**src/rtl/i2c_recog_pkg.sv**
```systemverilog
package i2c_recog_pkg;

   localparam int ADDR_BITS = 7;

   typedef enum logic [2:0] {
      ST_IDLE   = 3'd0,
      ST_ADDR   = 3'd1,
      ST_SLV    = 3'd2,
      ST_GCDATA = 3'd3,
      ST_PASS   = 3'd4
   } rec_state_e;

   typedef enum logic [1:0] {
      GC_NONE   = 2'b00,
      GC_RESET  = 2'b01,
      GC_REPROG = 2'b10,
      GC_HWCALL = 2'b11
   } gc_code_e;

endpackage

```
**src/rtl/i2c_recog_idmatch.sv**
```systemverilog
module i2c_recog_idmatch #(
   parameter int NUM_IDS = 4,
   parameter int ADDR_W  = 7
) (
   input  logic [NUM_IDS*ADDR_W-1:0] ids,
   input  logic [ADDR_W-1:0]         addr,
   output logic                      any_hit
);
   logic [NUM_IDS-1:0] hit_vec;
   logic               addr_nonzero;

   // address zero is reserved for the general call and never matches an ID
   assign addr_nonzero = (addr != '0);

   for (genvar k = 0; k < NUM_IDS; k++) begin : g_cmp
      assign hit_vec[k] = addr_nonzero && (ids[k*ADDR_W +: ADDR_W] == addr);
   end

   assign any_hit = |hit_vec;
endmodule

```
**src/rtl/i2c_recog_gcclass.sv**
```systemverilog
module i2c_recog_gcclass
   import i2c_recog_pkg::*;
#(
   parameter logic [7:0] RESET_CODE   = 8'h06,
   parameter logic [7:0] REPROG_CODE  = 8'h04,
   parameter bit         HWGC_SUPPORT = 1'b1
) (
   input  logic [7:0] data,
   input  logic [7:0] alt_id,
   input  logic       hwgc_en,
   output gc_code_e   code
);
   gc_code_e std_code;

   always_comb begin
      if (data == RESET_CODE)       std_code = GC_RESET;
      else if (data == REPROG_CODE) std_code = GC_REPROG;
      else                          std_code = GC_NONE;
   end

   if (HWGC_SUPPORT) begin : g_hw
      logic alt_hit;
      assign alt_hit = hwgc_en && (data == alt_id);
      assign code = (std_code == GC_NONE && alt_hit) ? GC_HWCALL : std_code;
   end else begin : g_nohw
      logic unused_hw;
      assign unused_hw = hwgc_en ^ (^alt_id);
      assign code = std_code;
   end
endmodule

```
**src/rtl/i2c_recog_fsm.sv**
```systemverilog
module i2c_recog_fsm
   import i2c_recog_pkg::*;
#(
   parameter int ADDR_W = 7
) (
   input  logic       clk,
   input  logic       rst_n,
   input  logic       slv_en,
   input  logic       gc_en,
   input  logic       start_evt,
   input  logic       stop_evt,
   input  logic       byte_vld,
   input  logic [7:0] byte_data,
   input  logic       id_hit,
   input  gc_code_e   gc_code,
   output logic       ack_vld,
   output logic       ack,
   output logic       addressed,
   output logic       is_read,
   output logic       addr_take,
   output logic       addr_rd,
   output logic       gc_take
);
   rec_state_e state_q, state_d;
   logic       read_q, read_d;
   logic       ack_vld_d, ack_d;
   logic       rw_bit;
   logic [ADDR_W-1:0] addr_field;

   assign rw_bit     = byte_data[0];
   assign addr_field = byte_data[ADDR_W:1];

   always_comb begin
      state_d   = state_q;
      read_d    = read_q;
      ack_vld_d = 1'b0;
      ack_d     = 1'b0;
      addr_take = 1'b0;
      addr_rd   = 1'b0;
      gc_take   = 1'b0;
      if (!slv_en) begin
         state_d = ST_IDLE;
         read_d  = 1'b0;
      end else if (start_evt) begin
         state_d = ST_ADDR;
         read_d  = 1'b0;
      end else if (stop_evt) begin
         state_d = ST_IDLE;
         read_d  = 1'b0;
      end else if (byte_vld) begin
         case (state_q)
            ST_ADDR: begin
               ack_vld_d = 1'b1;
               if (id_hit) begin
                  ack_d     = 1'b1;
                  addr_take = 1'b1;
                  addr_rd   = rw_bit;
                  read_d    = rw_bit;
                  state_d   = ST_SLV;
               end else if (gc_en && addr_field == '0 && !rw_bit) begin
                  ack_d     = 1'b1;
                  addr_take = 1'b1;
                  state_d   = ST_GCDATA;
               end else begin
                  state_d   = ST_PASS;
               end
            end
            ST_SLV: begin
               if (!read_q) begin
                  ack_vld_d = 1'b1;
                  ack_d     = 1'b1;
               end
            end
            ST_GCDATA: begin
               ack_vld_d = 1'b1;
               ack_d     = 1'b1;
               gc_take   = 1'b1;
               state_d   = (gc_code == GC_RESET) ? ST_IDLE : ST_PASS;
               read_d    = 1'b0;
            end
            default: ;
         endcase
      end
   end

   always_ff @(posedge clk or negedge rst_n) begin
      if (!rst_n) begin
         state_q <= ST_IDLE;
         read_q  <= 1'b0;
         ack_vld <= 1'b0;
         ack     <= 1'b0;
      end else begin
         state_q <= state_d;
         read_q  <= read_d;
         ack_vld <= ack_vld_d;
         ack     <= ack_d;
      end
   end

   assign addressed = (state_q == ST_SLV);
   assign is_read   = read_q && addressed;
endmodule

```
**src/rtl/i2c_recog_flags.sv**
```systemverilog
module i2c_recog_flags
   import i2c_recog_pkg::*;
(
   input  logic       clk,
   input  logic       rst_n,
   input  logic       slv_en,
   input  logic       stop_irq_en,
   input  logic       txreq_dis,
   input  logic       gc_clr,
   input  logic       start_evt,
   input  logic       stop_evt,
   input  logic       rw_fall,
   input  logic       addr_take,
   input  logic       addr_rd,
   input  logic       gc_take,
   input  gc_code_e   gc_code,
   output logic [1:0] gc_status,
   output logic       iface_rst,
   output logic       stop_irq,
   output logic       tx_req,
   output logic       gc_clr_pend
);
   logic armed_q;
   logic rd_pend_q;
   logic reset_take;
   logic real_stop;

   assign reset_take = gc_take && (gc_code == GC_RESET);
   assign real_stop  = slv_en && stop_evt && !start_evt;

   always_ff @(posedge clk or negedge rst_n) begin
      if (!rst_n) begin
         armed_q     <= 1'b0;
         rd_pend_q   <= 1'b0;
         gc_status   <= GC_NONE;
         iface_rst   <= 1'b0;
         stop_irq    <= 1'b0;
         tx_req      <= 1'b0;
         gc_clr_pend <= 1'b0;
      end else begin
         // stop interrupt needs an acknowledged address since the last stop
         stop_irq <= real_stop && armed_q && stop_irq_en;
         if (!slv_en || reset_take || real_stop) armed_q <= 1'b0;
         else if (addr_take)                     armed_q <= 1'b1;

         // transmit-data request once per acknowledged read address
         tx_req <= slv_en && rw_fall && rd_pend_q && !txreq_dis;
         if (!slv_en || start_evt || stop_evt || rw_fall) rd_pend_q <= 1'b0;
         else if (addr_take && addr_rd)                   rd_pend_q <= 1'b1;

         iface_rst   <= reset_take;
         gc_clr_pend <= gc_clr;

         // a new classification outranks the pending clear
         if (gc_take && gc_code != GC_NONE) gc_status <= gc_code;
         else if (gc_clr_pend)              gc_status <= GC_NONE;
      end
   end
endmodule

```
**src/rtl/i2c_slave_recog.sv**
```systemverilog
module i2c_slave_recog
   import i2c_recog_pkg::*;
#(
   parameter int         NUM_IDS      = 4,
   parameter int         ADDR_W       = i2c_recog_pkg::ADDR_BITS,
   parameter logic [7:0] RESET_CODE   = 8'h06,
   parameter logic [7:0] REPROG_CODE  = 8'h04,
   parameter bit         HWGC_SUPPORT = 1'b1
) (
   input  logic                      clk,
   input  logic                      rst_n,
   input  logic                      slv_en,
   input  logic                      gc_en,
   input  logic                      hwgc_en,
   input  logic                      stop_irq_en,
   input  logic                      txreq_dis,
   input  logic                      gc_clr,
   input  logic [NUM_IDS*ADDR_W-1:0] slv_ids,
   input  logic [7:0]                alt_id,
   input  logic                      start_evt,
   input  logic                      stop_evt,
   input  logic                      byte_vld,
   input  logic [7:0]                byte_data,
   input  logic                      rw_fall,
   output logic                      ack_vld,
   output logic                      ack,
   output logic                      addressed,
   output logic                      is_read,
   output logic [1:0]                gc_status,
   output logic                      iface_rst,
   output logic                      stop_irq,
   output logic                      tx_req,
   output logic                      gc_clr_pend
);
   localparam int IDS_W = NUM_IDS * ADDR_W;

   if (NUM_IDS < 1 || NUM_IDS > 8) begin : g_bad_ids
      $error("NUM_IDS must lie in 1..8");
   end
   if (ADDR_W != 7) begin : g_bad_aw
      $error("ADDR_W must be 7");
   end
   if (RESET_CODE[0] || REPROG_CODE[0] || RESET_CODE == REPROG_CODE) begin : g_bad_codes
      $error("command codes must be distinct with LSB 0");
   end

   logic     id_hit;
   logic     addr_take, addr_rd, gc_take;
   gc_code_e gc_code;

   i2c_recog_idmatch #(.NUM_IDS(NUM_IDS), .ADDR_W(ADDR_W)) i_idmatch (
      .ids     (slv_ids[IDS_W-1:0]),
      .addr    (byte_data[ADDR_W:1]),
      .any_hit (id_hit)
   );

   i2c_recog_gcclass #(
      .RESET_CODE   (RESET_CODE),
      .REPROG_CODE  (REPROG_CODE),
      .HWGC_SUPPORT (HWGC_SUPPORT)
   ) i_gcclass (
      .data    (byte_data),
      .alt_id  (alt_id),
      .hwgc_en (hwgc_en),
      .code    (gc_code)
   );

   i2c_recog_fsm #(.ADDR_W(ADDR_W)) i_fsm (
      .clk       (clk),
      .rst_n     (rst_n),
      .slv_en    (slv_en),
      .gc_en     (gc_en),
      .start_evt (start_evt),
      .stop_evt  (stop_evt),
      .byte_vld  (byte_vld),
      .byte_data (byte_data),
      .id_hit    (id_hit),
      .gc_code   (gc_code),
      .ack_vld   (ack_vld),
      .ack       (ack),
      .addressed (addressed),
      .is_read   (is_read),
      .addr_take (addr_take),
      .addr_rd   (addr_rd),
      .gc_take   (gc_take)
   );

   i2c_recog_flags i_flags (
      .clk         (clk),
      .rst_n       (rst_n),
      .slv_en      (slv_en),
      .stop_irq_en (stop_irq_en),
      .txreq_dis   (txreq_dis),
      .gc_clr      (gc_clr),
      .start_evt   (start_evt),
      .stop_evt    (stop_evt),
      .rw_fall     (rw_fall),
      .addr_take   (addr_take),
      .addr_rd     (addr_rd),
      .gc_take     (gc_take),
      .gc_code     (gc_code),
      .gc_status   (gc_status),
      .iface_rst   (iface_rst),
      .stop_irq    (stop_irq),
      .tx_req      (tx_req),
      .gc_clr_pend (gc_clr_pend)
   );
endmodule

```
**config.mk**
```make
export PLATFORM = sky130hd
export DESIGN_NAME = i2c_slave_recog
export DESIGN_NICKNAME = d
export VERILOG_FILES = /design/src/rtl/i2c_recog_pkg.sv /design/src/rtl/i2c_recog_idmatch.sv /design/src/rtl/i2c_recog_gcclass.sv /design/src/rtl/i2c_recog_fsm.sv /design/src/rtl/i2c_recog_flags.sv /design/src/rtl/i2c_slave_recog.sv
export SDC_FILE = /design/constraint.sdc
export NUM_CORES = 1
export LEC_CHECK = 0
export CELL_PAD_IN_SITES_DETAIL_PLACEMENT = 1
export CELL_PAD_IN_SITES_GLOBAL_PLACEMENT = 1
export CORE_MARGIN = 5
export CORE_UTILIZATION = 35
export DETAILED_ROUTE_END_ITERATION = 8
export DONT_BUFFER_PORTS = 1
export PLACE_DENSITY_LB_ADDON = 0.08
export SLEW_MARGIN = 20
export SYNTH_ARGS = -nofsm -noshare
export SYNTH_HDL_FRONTEND = slang
export SYNTH_SLANG_ARGS = --single-unit
```
**constraint.sdc**
```tcl
create_clock -name clk -period 1.76 [get_ports clk]
set_input_delay 0.176 -clock clk [delete_from_list [all_inputs] [get_ports clk]]
set_output_delay 0.176 -clock clk [all_outputs]
set_load 0.03 [all_outputs]
```
Yosys cells after proc, flatten, opt, wreduce, memory -nomap -nowiden

Index checks and enable logic that the tools add are counted.

Eq/ne operators: 14
Mux-type cells: 52
Reductions and logical operators: 39

Operators by type and width:

| operator           | count |
|---|---|
| $mux 1             | 36 |
| $eq 7x7->1         | 4 |
| $mux 3             | 7 |
| $logic_and 1x1->1  | 19 |
| $eq 8x3->1 const B | 2 |
| $mux 2             | 5 |
| $eq 8x8->1         | 1 |
| $reduce_bool 2->1  | 4 |
| $logic_not 7->1    | 1 |
| $reduce_bool 7->1  | 1 |
| $eq 3x2->1 const B | 2 |
| $pmux 3 s2         | 1 |
| $logic_or 1x1->1   | 5 |
| $ne 5x1->1 const B | 1 |
| $ne 5x4->1 const B | 1 |
| $logic_not 1->1    | 4 |
| $ne 4x1->1 const B | 1 |
| $pmux 1 s2         | 2 |
| $reduce_or 4->1    | 1 |
| $eq 3x1->1 const B | 1 |
| $pmux 1 s3         | 1 |
| $reduce_and 3->1   | 1 |
| $eq 2x1->1 const B | 1 |
| $logic_not 2->1    | 1 |
| 2 further kinds    | 2 |

Register bits after elaboration: 14
Input port bits: 56
Word-level logic and storage cells: 116

Depth between registers and ports, before layout

Depth after elaboration: 13
Gate-level depth with buffers: 7
Gate-level depth less buffers: 6

Modules after synthesis

From an unflattened synthesis, not the netlist that was laid out.

Cells, all modules: 138
Area total of the unflattened synthesis: 1323.8 um2

Modules (own cells, without submodules):

| module            | instances | cells an instance | area each (um2) | seq. area each (um2) |
|---|---|---|---|---|
| i2c_recog_fsm     | 1         | 50                | 471.7           | 150.1 |
| i2c_recog_idmatch | 1         | 48                | 405.4           | 0.0 |
| i2c_recog_flags   | 1         | 22                | 302.8           | 200.2 |
| i2c_recog_gcclass | 1         | 18                | 143.9           | 0.0 |

Worst setup path before layout

OpenSTA, ideal clock, no wires.

Path kind: register to output
Start point: reg i_fsm.state_q[2]
End point: out is_read
Data arrival time: 1.383 ns
Data required time: 1.584 ns
Slack: 0.201 ns
Cell stages (with the launch flop): 5
Path through: dfrtp_1 > inv_1 > nand2_1 > nor2_1 > and2_1

Cells in the longest elaborated chain, start to end: 2

RTL lines:

| item                     | RTL line              | source |
|---|---|---|
| start: declaration       | i2c_recog_fsm.sv:24   | `rec_state_e state_q, state_d;` |
| start signal: assignment | i2c_recog_fsm.sv:93   | `state_q <= state_d;` |
| $eq 3x2->1               | i2c_recog_fsm.sv:100  | `assign addressed = (state_q == ST_SLV);` |
| named net addressed      | i2c_slave_recog.sv:27 | `output logic addressed,` |
| $logic_and 1x1->1        | i2c_recog_fsm.sv:101  | `assign is_read = read_q && addressed;` |
| end: declaration         | i2c_slave_recog.sv:28 | `output logic is_read,` |

The timed path passes the listed nets, and every way through them passes these cells.

Final worst setup path

Start point: reg i_fsm.state_q[2]
End point: reg i_flags.armed_q

Cells in the longest elaborated chain, start to end: 10

RTL lines:

| item                                        | RTL line              | source |
|---|---|---|
| $eq 3x2->1 *                                | i2c_recog_fsm.sv:51   | `case (state_q)` |
| $mux 1 *                                    | i2c_recog_fsm.sv:51   |  |
| $mux 1 *                                    | i2c_recog_fsm.sv:50   | `end else if (byte_vld) begin` |
| $mux 1 *                                    | i2c_recog_fsm.sv:47   | `end else if (stop_evt) begin` |
| $mux 1 *                                    | i2c_recog_fsm.sv:44   | `end else if (start_evt) begin` |
| $mux 1 *                                    | i2c_recog_fsm.sv:41   | `if (!slv_en) begin` |
| $logic_and 1x1->1 *                         | i2c_recog_flags.sv:28 | `assign reset_take = gc_take && (gc_code == GC_RESET);` |
| named net i_flags.reset_take                | i2c_recog_flags.sv:25 | `logic reset_take;` |
| $logic_or 1x1->1 * (2 in series)            | i2c_recog_flags.sv:43 | `if (!slv_en \|\| reset_take \|\| real_stop) armed_q <= 1'b0;` |
| $mux 1 or $reduce_bool 2->1 (tied branches) | -                     |  |
| end signal: assignment                      | i2c_recog_flags.sv:33 | `armed_q <= 1'b0;` |
| end signal: assignment                      | i2c_recog_flags.sv:43 |  |
| end signal: assignment                      | i2c_recog_flags.sv:44 | `else if (addr_take) armed_q <= 1'b1;` |
| end: declaration                            | i2c_recog_flags.sv:23 | `logic armed_q;` |

Mark *: on every way through the listed nets, which the timed path passes. The rest lies on a longest branch.
A chain may end at the register's enable or synchronous reset.

==> flow_summary.yaml <==
yosys:
  synth_top_area_cell: "dfrtp_1"
  ys_warn_count: 0
  synth_top_area_share_pct: 30.9
  async_flop_share_pct: 100
  synth_edf_count: 0
  synth.avg_cell_area_um2: 8.66
  syn_area_um2: 1130
  synthFlopType: "dfrtp_1"
  yosysUniqueCellTypes: 29
  synth-seq-area-share_pct: 30.9
  postSynthRegisterBits: 14
  synthTopCellsByArea: "dfrtp_1 (31%), xor2_1 (18%), xnor2_1 (10%)"
  synth_fp_nets: 187
  synthCells: 131
die:
  rows: 20
  num_io_pins: 66
  die_y_um: 66.9
  dieArea_um2: 4480
  initial_core_util_pct: 36.9
  core_region_area_um2: 3080
  die_x_um: 66.9
sta:
  finalCritPeriodShare_pct: 89.3
  setup_tns_ns: 0
  setup_viol: 0
  slew_violations: 0
  fin_ws_ns: 0.189
  whs_ns: 0.0217
  max_clock_freq_mhz: 637
  fin_skew_ns: 0.0110
  timing_hold_violations_final: 0
  worstMarginPinSlew_ns: 0.632
  grt_setup_unrepaired: "false"
  post-route-min-period_ns: 1.57
  relSlewSlack_pct: 57.8
critical_path:
  worst_ep_required_time_ns: 1.93
  cp_max_fo: 5
  end_kind: "flip-flop"
  critPathKind: "reg2reg"
  startpoint_type: "flip-flop"
  cp_data_arrival_time_ns: 1.74
  reg2reg_depth: 6
clock_network:
  cts_num_sinks: 14
  clkTransAtPathRegs_ns: 0.09
  cts-root-buf: "clkbuf_4"
  clockBufferDepth: 2
  cts_tree: "built"
  clk_latency_ns: 0.29
  cts_buffers: 3
  htree_levels: 1
placement:
  portBuffers: 0
  hpwl_mm: 2.64
  gp_congestion: 0.791
  place_ws_ns: 0.217
pwr:
  pwr-share-comb_pct: 16.1
  p_leak_uw: 0.000499
  power_density_nw_per_um2: 536
  p_int_uw: 513
  power_frac_clock_pct: 34.7
  p_switching_uw: 161
  peakVddDrop_uv: 118
  power_frac_seq_pct: 49.2
  p_sw_share_pct: 23.9
grt:
  grt_overflow: 0
  grt_pass1_vias: 1080
  track_usage_pct: 15.2
  top_usage_layer: "met2"
  grtUsageMet1_pct: 18.3
  grt_use_met2_pct: 25.0
  antenna_found_initial: 0
  grt_pass1_wl_mm: 5.03
  use_met3_pct: 5.06
  grt_max_degree: 15
drt:
  via_per_inst: 5.35
  dr_total_vias: 968
  final_antenna_net_count: 0
  wire_per_inst_um: 17.1
  wirelength_mm: 3.10
  drc: 0
  first_iter_violations: 35
  dr.pass1.iters: 3
finish:
  syn2layout_area_growth_pct: 10.9
  drive_above_1_share_pct: 10.9
  reg_top3: "i_fsm.state_q x3, i_flags.gc_status x2"
  nets: 194
  top_register: "i_fsm.state_q"
  antenna_cells: 0
  largest_register_ffs: 3
status:
  status: "finished, final reports clean"
hold_path:
  holdPathStages: 2
  worstHoldPathType: "in2reg"
run:
  max-cap-violations: 0
[repair_timing]
action	in CTS	in global routing
endpoints found under the hold margin	17	1
buffers inserted	0	0
resized for setup	0	0
endpoints found under the setup margin	0	0
hold buffers	5	1
[worst max-delay path, cell delays in order, from the launching register on]
cell	delay [ns]
dfrtp_1	0.44
inv_1	0.11
nand2_1	0.09
nor3_1	0.40
and3_4	0.28
nor3_2	0.04
o31a_1	0.09
[final timing paths]
kind,slack (ns),to,from
hold / removal,0.02,i_flags.stop_irq,stop_irq_en
setup / recovery,0.19,i_flags.armed_q,i_fsm.state_q[2]
hold reg to reg,0.54,i_flags.armed_q,i_flags.armed_q
max in group asynchronous,1.00,i_flags.armed_q,rst_n
setup reg to reg,0.19,i_flags.armed_q,i_fsm.state_q[2]
min in group asynchronous,0.34,i_flags.tx_req,rst_n
[logic make-up after synthesis]
kind of cell | after synthesis | synth area share [%]
xor gates and xnor gates | 36 | 27.8
and+or+nand+nor | 55 | 27.5
DFF | 14 | 30.9
buffers and inverters | 10 | 5.40
AOI/OAI and AO/OA | 16 | 8.49
[cells in the mapped netlist (2+ instances only)]
cell,instances
o21ai_0,5
nand2_1,11
o31a_1,2
nor2_1,10
nand3_1,4
buf_6,2
nor3_1,4
and2_4,2
xor2_1,23
nand2b_1,4
nand4_1,6
nor4_1,6
buf_2,4
dfrtp_1,14
nor3_2,2
a21oi_1,5
xnor2_1,13
inv_1,3
[layout make-up]
cell class,instances,area [µm²]
Fill cell,388,1820
Clock buffer,4,36.3
Multi-Input combinational cell,107,723
Tap cell,44,55.1
Timing Repair Buffer,9,82.6
Inverter,3,11.3
Sequential cell,14,350
[metrics by stage]
stage | total power [µW] | utilization (%) | cell area (µm²) | std cells
floorplan | 445 | - | 1130 | 131
global placement | 431 | 37.8 | 1160 | 171
detailed placement | 433 | 37.8 | 1160 | 171
CTS | 684 | 40.6 | 1250 | 180
global route | 717 | 40.9 | 1260 | 181
finish | 675 | 40.9 | 1260 | 181
[power by group through the flow]
stage               Combinational, µW  Sequential, µW  Clock (µW)
detailed placement               94.4             339           0
global placement                 92.2             339           0
finish                            109             332         234
global route                      123             333         261
floorplan                         108             337           0
CTS                               109             332         243
[metal layers]
metal  share of wire, %  vias up
met5                  0        -
met4                1.3        0
met3                8.5        4
met2                 47       39
met1                 43      465
li1                   -      460
[layout by cell type, fill, tap and decap left out, drive strengths merged, types with 6 or more instances in the layout]
cell | Yosys | final
nor2 | 10 | 10
nand4 | 6 | 6
dlygate4sd3 | 0 | 6
nor3 | 6 | 6
nand2 | 11 | 11
xnor2 | 13 | 13
xor2 | 23 | 23
nor4 | 7 | 7
dfrtp | 14 | 14
(Power assumes the default switching activity.)
